$ cat config.mk
export PLATFORM = sky130hd
export DESIGN_NAME = booth_mult
export DESIGN_NICKNAME = d
export VERILOG_FILES = /design/src/rtl/booth_pkg.sv /design/src/rtl/booth_recode.sv /design/src/rtl/booth_ctrl.sv /design/src/rtl/booth_datapath.sv /design/src/rtl/booth_mult.sv
export SDC_FILE = /design/constraint.sdc
export NUM_CORES = 1
export LEC_CHECK = 0
export BUFFER_PORTS_ARGS = -buffer_cell sky130_fd_sc_hd__buf_2
export CAP_MARGIN = 20
export CORE_MARGIN = 2
export CORE_UTILIZATION = 35
export DETAILED_ROUTE_END_ITERATION = 10
export PLACE_DENSITY = 0.64
export SETUP_SLACK_MARGIN = 0.2
export SLEW_MARGIN = 25
export SYNTH_ARGS = -nofsm -noshare
export SYNTH_HDL_FRONTEND = slang
export SYNTH_HIERARCHICAL = 1
export SYNTH_SLANG_ARGS = --single-unit
$ cat constraint.sdc
create_clock -name clk -period 3.22 [get_ports clk]
set_input_delay 0.483 -clock clk [delete_from_list [all_inputs] [get_ports clk]]
set_output_delay 0.483 -clock clk [all_outputs]
set_load 0.01 [all_outputs]
$ cat src/rtl/booth_pkg.sv
package booth_pkg;

  // Strobes from the controller to the datapath
  typedef struct packed {
    logic load;   // capture operands, clear accumulator and previous bit
    logic step;   // one add/subtract/skip plus arithmetic shift
  } dpCtrl_t;

  typedef enum logic [1:0] {
    OP_SKIP = 2'd0,
    OP_ADD  = 2'd1,
    OP_SUB  = 2'd2
  } boothOp_e;

endpackage

$ cat src/rtl/booth_recode.sv
module booth_recode
  import booth_pkg::*;
(
  input  logic     lowBit,
  input  logic     prevBit,
  output boothOp_e op
);

  always_comb begin
    unique case ({lowBit, prevBit})
      2'b01:   op = OP_ADD;   // end of a run of ones
      2'b10:   op = OP_SUB;   // start of a run of ones
      default: op = OP_SKIP;  // inside a run of zeros or ones
    endcase
  end

endmodule

$ cat src/rtl/booth_ctrl.sv
module booth_ctrl
  import booth_pkg::*;
#(
  parameter int WIDTH = 8
) (
  input  logic    clk,
  input  logic    rstN,
  input  logic    start,
  output dpCtrl_t ctrl,
  output logic    busy,
  output logic    done
);

  localparam int CW = $clog2(WIDTH + 1);
  localparam logic [CW-1:0] LAST = CW'(WIDTH - 1);

  typedef enum logic {ST_IDLE, ST_RUN} state_e;

  state_e        state;
  logic [CW-1:0] stepCnt;
  logic          doneReg;

  always_comb begin
    ctrl.load = (state == ST_IDLE) && start;
    ctrl.step = (state == ST_RUN);
  end

  always_ff @(posedge clk or negedge rstN) begin
    if (!rstN) begin
      state   <= ST_IDLE;
      stepCnt <= '0;
      doneReg <= 1'b0;
    end else begin
      doneReg <= 1'b0;
      unique case (state)
        ST_IDLE: begin
          if (start) begin
            state   <= ST_RUN;
            stepCnt <= '0;
          end
        end
        ST_RUN: begin
          stepCnt <= stepCnt + 1'b1;
          if (stepCnt == LAST) begin
            state   <= ST_IDLE;
            doneReg <= 1'b1;
          end
        end
        default: state <= ST_IDLE;
      endcase
    end
  end

  assign busy = (state == ST_RUN);
  assign done = doneReg;

endmodule

$ cat src/rtl/booth_datapath.sv
module booth_datapath
  import booth_pkg::*;
#(
  parameter int WIDTH = 8
) (
  input  logic               clk,
  input  logic               rstN,
  input  dpCtrl_t            ctrl,
  input  logic [WIDTH-1:0]   multiplicand,
  input  logic [WIDTH-1:0]   multiplier,
  output logic [2*WIDTH-1:0] product
);

  localparam int AW = WIDTH + 1;  // one guard bit on the accumulator

  logic [AW-1:0]    acc;
  logic [WIDTH-1:0] qReg;
  logic             qPrev;
  logic [WIDTH-1:0] mcand;

  boothOp_e         op;
  logic [AW-1:0]    mExt;
  logic [AW-1:0]    addend;
  logic [AW-1:0]    sum;

  booth_recode u_recode (
    .lowBit (qReg[0]),
    .prevBit(qPrev),
    .op     (op)
  );

  always_comb begin
    mExt = {mcand[WIDTH-1], mcand};
    unique case (op)
      OP_ADD:  addend = mExt;
      OP_SUB:  addend = ~mExt + AW'(1);
      default: addend = '0;
    endcase
    sum = acc + addend;
  end

  always_ff @(posedge clk or negedge rstN) begin
    if (!rstN) begin
      acc   <= '0;
      qReg  <= '0;
      qPrev <= 1'b0;
      mcand <= '0;
    end else if (ctrl.load) begin
      acc   <= '0;
      qReg  <= multiplier;
      qPrev <= 1'b0;
      mcand <= multiplicand;
    end else if (ctrl.step) begin
      acc   <= {sum[AW-1], sum[AW-1:1]};
      qReg  <= {sum[0], qReg[WIDTH-1:1]};
      qPrev <= qReg[0];
    end
  end

  assign product = {acc[WIDTH-1:0], qReg};

endmodule

$ cat src/rtl/booth_mult.sv
module booth_mult
  import booth_pkg::*;
#(
  parameter int WIDTH = 8
) (
  input  logic               clk,
  input  logic               rstN,
  input  logic               start,
  input  logic [WIDTH-1:0]   multiplicand,
  input  logic [WIDTH-1:0]   multiplier,
  output logic               busy,
  output logic               done,
  output logic [2*WIDTH-1:0] product
);

  dpCtrl_t ctrl;

  booth_ctrl #(.WIDTH(WIDTH)) u_ctrl (
    .clk  (clk),
    .rstN (rstN),
    .start(start),
    .ctrl (ctrl),
    .busy (busy),
    .done (done)
  );

  booth_datapath #(.WIDTH(WIDTH)) u_dp (
    .clk         (clk),
    .rstN        (rstN),
    .ctrl        (ctrl),
    .multiplicand(multiplicand),
    .multiplier  (multiplier),
    .product     (product)
  );

endmodule

* After elaboration in Yosys (flattened, before gate mapping)
Index checks and enable logic that the tools add are counted.
** Word-level totals
- Memories :: 0
- RAM bits :: 0
- Output and inout port bits :: 18
- Word-level logic and storage cells :: 35
- Memory bits (read-only) :: 0
- Latch bits :: 0
- Register bits :: 32
- Input bits :: 19
** Cells by class
- Shift-type cells :: 0
- $mul :: 0
- Equality and inequality tests :: 6
- Divide/modulo/power cells :: 0
- Order comparisons :: 0
- Add/sub/neg operators :: 3
- Bitwise gates (word level) :: 2
- Reductions and logical operators :: 2
- Multiplexer cells :: 15
** Operators by type and width (count)
- 9-bit 2-to-1 mux :: 2
- 9-bit case mux with 2 select lines :: 1
- 8-bit 2-to-1 mux :: 2
- 9-bit by 1-bit adder with 9-bit output (second input constant) :: 1
- 9-bit adder :: 1
- 9-bit inverter :: 1
- 4-bit case mux with 2 select lines :: 1
- 1-bit 2-to-1 mux :: 6
- 4-bit by 1-bit adder with 4-bit output (second input constant) :: 1
- 2-bit by 1-bit equality test with 1-bit output (second input constant) :: 2
- 2-bit equality test (second input constant) :: 2
- 4-bit by 3-bit equality test with 1-bit output (second input constant) :: 1
- 4-bit 2-to-1 mux :: 1
- 2-bit case mux with 2 select lines :: 1
- 2-bit inequality test (second input constant) :: 1
- 1-bit case mux with 2 select lines :: 1
- 2-bit nonzero test :: 1
- 1-bit logical AND :: 1
- 1-bit inverter :: 1

* Depth between registers and ports, before layout
Gate-level depths: netlist of run 1.
- Depth in word-level cells :: 7
- Depth in mapped cells :: 14
- Gate-level depth less buffers :: 13

* Hierarchy
The synthesis of run 1 kept the hierarchy.
** By module, submodules not included
- booth_datapath :: instances 1, sequential area each 625.6 um2, area an instance 1745.4 um2, cells an instance 191
- booth_ctrl :: instances 1, sequential area each 150.1 um2, area an instance 285.3 um2, cells an instance 23
- booth_recode :: instances 1, sequential area each 0.0 um2, area an instance 15.0 um2, cells an instance 2

* Worst setup path after synthesis of run 1
OpenSTA, ideal clock, no wires.
- Path type :: reg-to-reg
- Start point :: register u_dp.qReg[0]
- End point :: register u_dp.acc[7]
- Setup slack :: 0.480 ns
- Data required time :: 3.087 ns
- Library setup time :: 0.133 ns
- Path buffers :: 1
- Arrival :: 2.607 ns
- Stages on the path, launching flop included :: 15
- Clock period less this slack :: 2.740 ns
- Cell sequence :: dfrtp_1 and2b_2 inv_1 ha_1 clkbuf_1 nor2_1 nor3_1 ha_1 inv_1 fa_1 nor2b_1 o31a_1 o21ai_2 mux2i_1 nand4_1
** On the way
- Word-level cells in the longest chain between the ends :: 7
- Elaborated cells on any way between the ends :: 9
- Classes of those cells :: add/sub (1); eq/ne (4); mux (4)
** RTL lines
- from (decl) :: RTL line booth_datapath.sv:17 : logic [WIDTH-1:0] qReg;
- from (signal assigned) :: RTL line booth_datapath.sv:50 : qReg <= multiplier;
- from (signal assigned) :: RTL line booth_datapath.sv:55 : qReg <= {sum[0], qReg[WIDTH-1:1]};
- 2-bit equality test or 2-bit by 1-bit equality test with 1-bit output (tied branches) :: RTL line booth_recode.sv:10 : unique case ({lowBit, prevBit})
- 2-bit case mux with 2 select lines (*) :: RTL line booth_recode.sv:10
- net u_dp.op[0] :: RTL line booth_datapath.sv:21 : boothOp_e op;
- 2-bit equality test or 2-bit by 1-bit equality test with 1-bit output (tied branches) :: RTL line booth_datapath.sv:34 : unique case (op)
- 9-bit case mux with 2 select lines (*) :: RTL line booth_datapath.sv:34
- 9-bit adder (*) :: RTL line booth_datapath.sv:39 : sum = acc + addend;
- 9-bit 2-to-1 mux (*) :: RTL line booth_datapath.sv:53 : end else if (ctrl.step) begin
- 9-bit 2-to-1 mux (*) :: RTL line booth_datapath.sv:48 : end else if (ctrl.load) begin
- to (signal assigned) :: RTL line booth_datapath.sv:54 : acc <= {sum[AW-1], sum[AW-1:1]};
- to (decl) :: RTL line booth_datapath.sv:16 : logic [AW-1:0] acc;
Mark *: on every way through the listed nets, which the timed path passes. The rest lies on a longest branch. The select of a mux whose other input is x is not followed.
A chain may end at the register's enable or synchronous reset.

* Worst setup path after layout of run 1
- Start point :: register u_dp.qReg[0]
- End point :: register u_dp.acc[5]
The elaborated chain is that of the path after synthesis.

==> results of run 1 <==
logic make-up after synthesis:
logic type / after synthesis / synth area share (%)
AOI/OAI and AO/OA: 46 / 14.7
and+or+nand+nor: 77 / 20.3
DFF: 31 / 37.9
xor gates and xnor gates: 6 / 2.57
muxes: 21 / 10.6
buffers and inverters: 22 / 5.57
adders and majority gates: 13 / 8.32
critical path: stages, from the launching register on:
cell      delay, ns
dfrtp_1        0.41
and2b_2        0.23
inv_1          0.04
ha_2           0.36
nor3_1         0.21
ha_1           0.21
inv_1          0.06
fa_1           0.41
nor2b_1        0.19
o31a_1         0.21
nor3_1         0.07
nand3b_1       0.16
a21oi_1        0.16
stage by stage:
| stage | instances | instance area, sq um |
|---|---|---|
| 2_1_floorplan | 216 | 2050 |
| 3_3_place_gp | 315 | 2250 |
| 5_1_grt | 323 | 2360 |
| 3_5_place_dp | 315 | 2250 |
| 4_1_cts | 323 | 2360 |
| 6_report | 323 | 2360 |
registers in the layout, indices dropped and copies added (netlist names):
register        cells
u_ctrl/busy         1
u_dp/qReg           8
u_ctrl/done         1
u_dp/acc            8
u_dp/qPrev          1
u_dp/mcand          8
u_ctrl/stepCnt      4
synth_stat cells, types with 2 or more instances:
| cell type | instances | area share [%] |
|---|---|---|
| dfrtp_1 | 31 | 38 |
| nand2_1 | 23 | 4.2 |
| nor2_1 | 19 | 3.5 |
| mux2i_1 | 15 | 7.3 |
| o21ai_0 | 13 | 3.2 |
| ha_1 | 12 | 7.3 |
| inv_1 | 12 | 2.2 |
| a21oi_1 | 8 | 2.0 |
| mux2_2 | 6 | 3.3 |
| nand2b_1 | 5 | 1.5 |
| nor3_1 | 5 | 1.2 |
| clkbuf_1 | 4 | 0.73 |
| nor3b_1 | 4 | 1.5 |
| a22oi_1 | 3 | 1.1 |
| nor2b_1 | 3 | 0.92 |
| o21ai_1 | 3 | 0.73 |
| xnor2_1 | 3 | 1.3 |
| xor2_1 | 3 | 1.3 |
| a21o_1 | 2 | 0.73 |
| a311oi_1 | 2 | 0.86 |
| and2b_2 | 2 | 0.86 |
| buf_2 | 2 | 0.49 |
| buf_6 | 2 | 1.1 |
| nand3_1 | 2 | 0.49 |
| nand3b_1 | 2 | 0.73 |
| nand4_1 | 2 | 0.61 |
| nor4_1 | 2 | 0.61 |
| o211ai_1 | 2 | 0.73 |
| o21ai_2 | 2 | 0.86 |
worst max-delay path by stage:
| stage | slack (ns) | cells past startpoint | end |
|---|---|---|---|
| floorplan | 0.48 | 14 | u_dp/acc[7]$_DFFE_PN0P_ |
| CTS | 0.29 | 12 | u_dp/acc[7]$_DFFE_PN0P_ |
| finish | 0.41 | 12 | u_dp/acc[5]$_DFFE_PN0P_ |
| global placement | 0.40 | 12 | u_dp/acc[7]$_DFFE_PN0P_ |
| global route | 0.24 | 12 | u_dp/acc[7]$_DFFE_PN0P_ |
| detailed placement | 0.31 | 12 | u_dp/acc[7]$_DFFE_PN0P_ |
cell type report:
cell class                 count  area share (%)
multi-input combinational    163            49.1
clock buffer                   7            4.08
sequential                    31            32.9
inverter                      12            1.91
clock inverter                 1           0.318
timing repair buffer          37            7.95
tap                           72            3.82
what timing repair did:
item,CTS,global route
endpoints found under the setup margin,0,2
setup buffers,0,0
gates resized for setup,0,1
power breakdown:
| group | switching [uW] | leakage, uW | internal (uW) |
|---|---|---|---|
| clock | 150 | 0.0000505 | 194 |
| combinational | 740 | 0.000746 | 663 |
| sequential | 204 | 0.000379 | 590 |
| total | 1090 | 0.00118 | 1450 |
placed cells by master (no fill, tap or decap), drive strengths merged, types with 2 or more instances in the layout:
master,netlist,layout
xnor2,3,3
o21ai,18,18
nand4,2,2
clkbuf,5,7
nor2b,3,3
and2b,2,2
mux2,6,6
a311oi,2,2
inv,12,12
dfrtp,31,31
nor3b,5,5
nand2b,5,5
nand3b,2,2
ha,12,12
nor4,3,3
a21oi,8,8
nand3,2,2
a21o,3,3
xor2,3,3
or2b,2,2
o211ai,2,2
nor3,6,6
nor2,19,19
buf,5,37
nand2,23,23
a22o,2,2
mux2i,15,15
a22oi,3,3
layer usage:
metal / part of all wire [%] / wire length [um]
met2: 44 / 1800
met3: 3.6 / 148
met5: 0 / 0
met4: 1.3 / 53
met1: 51 / 2050
==> results.toml, run 1 <==
[grt]
use_met1_pct = 18.7
grt_pass1_vias = 1559
grt.overflow.total = 0
grt_pass1_wl_um = 7090
antenna_found_initial = 0
grt_max_degree = 39
busiest_layer = "met2"
met2_usage_pct = 21.3
grtUsageMet3_pct = 3.60
grt_usage_pct = 13.9

[final_layout]
drive_above_1_share_pct = 25.1
area_growth_pct = 15.4
final.fill_count = 574
multiInputGateArea_sq_um = 1160
seqCellArea_sq_um = 776
fin_nets = 282
n_antenna_cell = 0
utilization_pct = 42.4

[clock_network]
ctsHoldBuffers = 0
clkSlewWorstSetupHoldPaths_ns = 0.07
htreeDepth = 2
clock-root-buffer = "clkbuf_8"
cts_inserted_buffers = 5
insertion_delay_ns = 0.28
cts_tree = "done"
cts_buffer_depth = 2
cts.sinks = 31

[sta]
holdWs_ns = 0.234
max_freq_mhz = 355
slew_violations = 0
rsz0062_at_grt = "no"
final.min_clock_period_ns = 2.81
setup_viol = 0
hold_viol = 0
worstMarginPinSlew_ns = 0.681
skew_ns = 0.00390
period_share_pct = 87.4
tns_ns = 0
slew_headroom_pct = 54.6
worst_slack_ns = 0.405

[pwr]
powerDensity_nw_per_um2 = 1080
total_leakage_power_uw = 0.00118
design_power_total_uw = 2540
ir_drop_mv = 0.442

[yosys]
syn_area_sq_um = 2050
synth_area_per_cell_sq_um = 9.47
synth-seq-cells = 31
synth-edff-count = 0
yosysWarnings = 6
postSynthCellCount = 216
ys.flop_type = "dfrtp_1"
synth_nets = 248
ys_seq_area_share_pct = 37.9
synth_cell_types = 51
async_flop_share_pct = 100

[worst_setup_path]
reg2reg_slack_ns = 0.41
worst-setup-path-type = "flop to flop"
required_ns = 3.42
r2r_start = "u_dp/qReg[0]$_DFFE_PN0P_"
cp.arrival_ns = 3.02
r2r-end = "u_dp/acc[5]$_DFFE_PN0P_"
crit_path_end_kind = "flop"
cp-start-kind = "flop"
setup.worst_path.start = "u_dp/qReg[0]$_DFFE_PN0P_"
cp_max_fo = 12
rr_worst_depth = 12

[drt]
num_vias = 1662
routedWlPerCell_um = 12.6
drt_first_pass_iters = 4
viasPerCell = 5.15
drt_wl_total_um = 4060
drt_iter0_markers = 93
drc = 0
ant_nets = 0

[die]
start_util_pct = 36.7
io_pins = 37
rows = 27
die_area_sq_um = 6470
die_x_um = 80.5
die_y_um = 80.5
core_area_sq_um = 5570

[outcome]
status = "finished, final reports clean"

[placed_design]
dpl.hpwl_um = 2920
post-place-ws_ns = 0.313
io_buffers = 36
gp_congestion = 0.847

[job]
maxCapViolations = 0

[hold_path]
hp-class = "input pin to asynchronous set/reset pin"
Power figures use the tool's default switching activity.
==> run 2: changes to the inputs <==
- CORE_MARGIN: 2 -> 5
- clock period: 3.22 -> 3.3 ns (I/O delays scaled with it)
==> run 2 against run 1 <==
Against the previous run: via count decreased by 2.1%; utilization decreased by 0.12 points; wire length increased by 2.6%; non-clock buffer count increased by 1; die area increased by 15%; combinational power about the same; cell count increased by 0.31%; global-route usage decreased by 1.8 points; final area increased by 0.32%; critical path type unchanged; critical endpoint is now u_dp/acc[7]$_DFFE_PN0P_; largest power group unchanged.
==> results.toml, run 2 (synthesis results as in run 1) <==
[outcome]
status = "finished, final reports clean"

[worst_setup_path]
cp-start-kind = "flop"
cp_max_fo = 12
reg2reg_slack_ns = 0.53
critPathMostFrequentCell = "inv_1"
required_ns = 3.46
crit_path_end_kind = "flop"
cp.arrival_ns = 2.93
critPathBufInv = 2
worst-setup-path-type = "flop to flop"
r2r_start = "u_dp/qReg[0]$_DFFE_PN0P_"
rr_worst_depth = 12
cpLargestDelayFamily = "adder cells"
r2r-end = "u_dp/acc[7]$_DFFE_PN0P_"
cpPeakStageDelay_ns = 0.41
path_cells = "and2b_2 > inv_1 > ha_2 > nor3_1 > ha_1 > inv_1 > fa_1 > nor2b_1 > o31a_1 > o21ai_2 > mux2i_1 > nand4_1"
slowest_stage = "dfrtp_1"

[sta]
hold_viol = 0
setup_viol = 0
rsz0062_at_grt = "no"
final.min_clock_period_ns = 2.77
slew_violations = 0
worstMarginPinSlew_ns = 0.688
worst_slack_ns = 0.530
slew_headroom_pct = 54.1
skew_ns = 0.00470
tns_ns = 0
period_share_pct = 83.9
max_freq_mhz = 361

[drt]
viasPerCell = 5.02
drt_first_pass_iters = 4
drt_iter0_markers = 87
drc = 0
num_vias = 1627
ant_nets = 0
drt_wl_total_um = 4160
routedWlPerCell_um = 12.8

[final_layout]
multiInputGateArea_sq_um = 1160
final.fill_count = 576
mostFrequentLayoutCell = "buf_2"
reg.largest.list = "u_dp/acc x8, u_dp/mcand x8, u_dp/qReg x8"
final_cell_mix = "36 x buf_2, 31 x dfrtp_1, 23 x nand2_1, 19 x nor2_1, 15 x mux2i_1"
area_growth_pct = 15.8
fin_nets = 283
stdcell_count = 324
drive_above_1_share_pct = 25.4
n_antenna_cell = 0
seqCellArea_sq_um = 776
utilization_pct = 42.2

[clock_network]
insertion_delay_ns = 0.28
cts_buffer_depth = 2
cts.sinks = 31
ctsHoldBuffers = 0
cts_inserted_buffers = 5
htreeDepth = 2
cts_tree = "done"
clkSlewWorstSetupHoldPaths_ns = 0.07
clock-root-buffer = "clkbuf_8"

[die]
die_area_sq_um = 7470
start_util_pct = 36.5
io_pins = 37
die_y_um = 86.5
die_x_um = 86.5
core_area_sq_um = 5610
rows = 27

[placed_design]
post-place-ws_ns = 0.441
io_buffers = 36
dpl.hpwl_um = 3060
gp_congestion = 0.837
dp_cells = 316

[pwr]
powerDensity_nw_per_um2 = 1050
total_leakage_power_uw = 0.00118
ir_drop_mv = 0.425

[grt]
grt_pass1_wl_um = 7260
grt_pass1_vias = 1510
grt_usage_pct = 12.1
grt_max_degree = 32
grt.overflow.total = 0
antenna_found_initial = 0

[job]
maxCapViolations = 0

[hold_path]
hp-class = "input pin to asynchronous set/reset pin"
## run 2: timing repair
item | 4_1_cts | 5_1_grt
setup buffers | 0 | 0
gates resized for setup | 0 | 1
endpoints found under the setup margin | 0 | 1
## run 2: worst reg2reg max path, cell delays in order (launching register included)
cell and delay (ns):
dfrtp_1 0.41, and2b_2 0.23, inv_1 0.04, ha_2 0.36, nor3_1 0.21, ha_1 0.21, inv_1 0.06, fa_1 0.40
nor2b_1 0.18, o31a_1 0.20, o21ai_2 0.10, mux2i_1 0.15, nand4_1 0.10
## run 2: power by group
part	leakage [uW]	internal, uW	switching (uW)
registers	0.000379	576	197
clock network	0.0000505	190	144
logic	0.000751	649	723
## run 2: metal layers
layer	vias to the layer above	wire [um]	global-route usage, %
met3	2	185	3.23
met2	31	1880	18.8
met4	0	32	4.25
li1	829	-	-
met5	-	0	0
met1	765	2060	16.1
## run 2: metrics by stage
step | area, sq um | hold WS [ns] | total power (uW)
after floorplan | 2050 | 0.199 | 1850
after global routing | 2370 | 0.316 | 2730
after CTS | 2370 | 0.282 | 2500
final | 2370 | 0.255 | 2480
after detailed placement | 2260 | 0.510 | 2150
after global placement | 2260 | 0.500 | 2120
## run 2: worst max path at each step
| stage | start | to | cells past startpoint |
|---|---|---|---|
| after global placement | u_dp/qReg[0]$_DFFE_PN0P_ | u_dp/acc[7]$_DFFE_PN0P_ | 12 |
| final | u_dp/qReg[0]$_DFFE_PN0P_ | u_dp/acc[7]$_DFFE_PN0P_ | 12 |
| after CTS | u_dp/qReg[0]$_DFFE_PN0P_ | u_dp/acc[7]$_DFFE_PN0P_ | 12 |
| after floorplan | u_dp/qReg[0]$_DFFE_PN0P_ | u_dp/acc[7]$_DFFE_PN0P_ | 14 |
| after global routing | u_dp/qReg[0]$_DFFE_PN0P_ | u_dp/acc[7]$_DFFE_PN0P_ | 12 |
| after detailed placement | u_dp/qReg[0]$_DFFE_PN0P_ | u_dp/acc[7]$_DFFE_PN0P_ | 12 |
## run 2: cell type report
type                            count  area share [%]
Clock buffer                        7            4.07
Clock inverter                      1           0.317
Inverter                           12            1.90
Multi-Input combinational cell    163            48.9
Sequential cell                    31            32.8
Tap cell                           72            3.80
Timing Repair Buffer               38            8.24
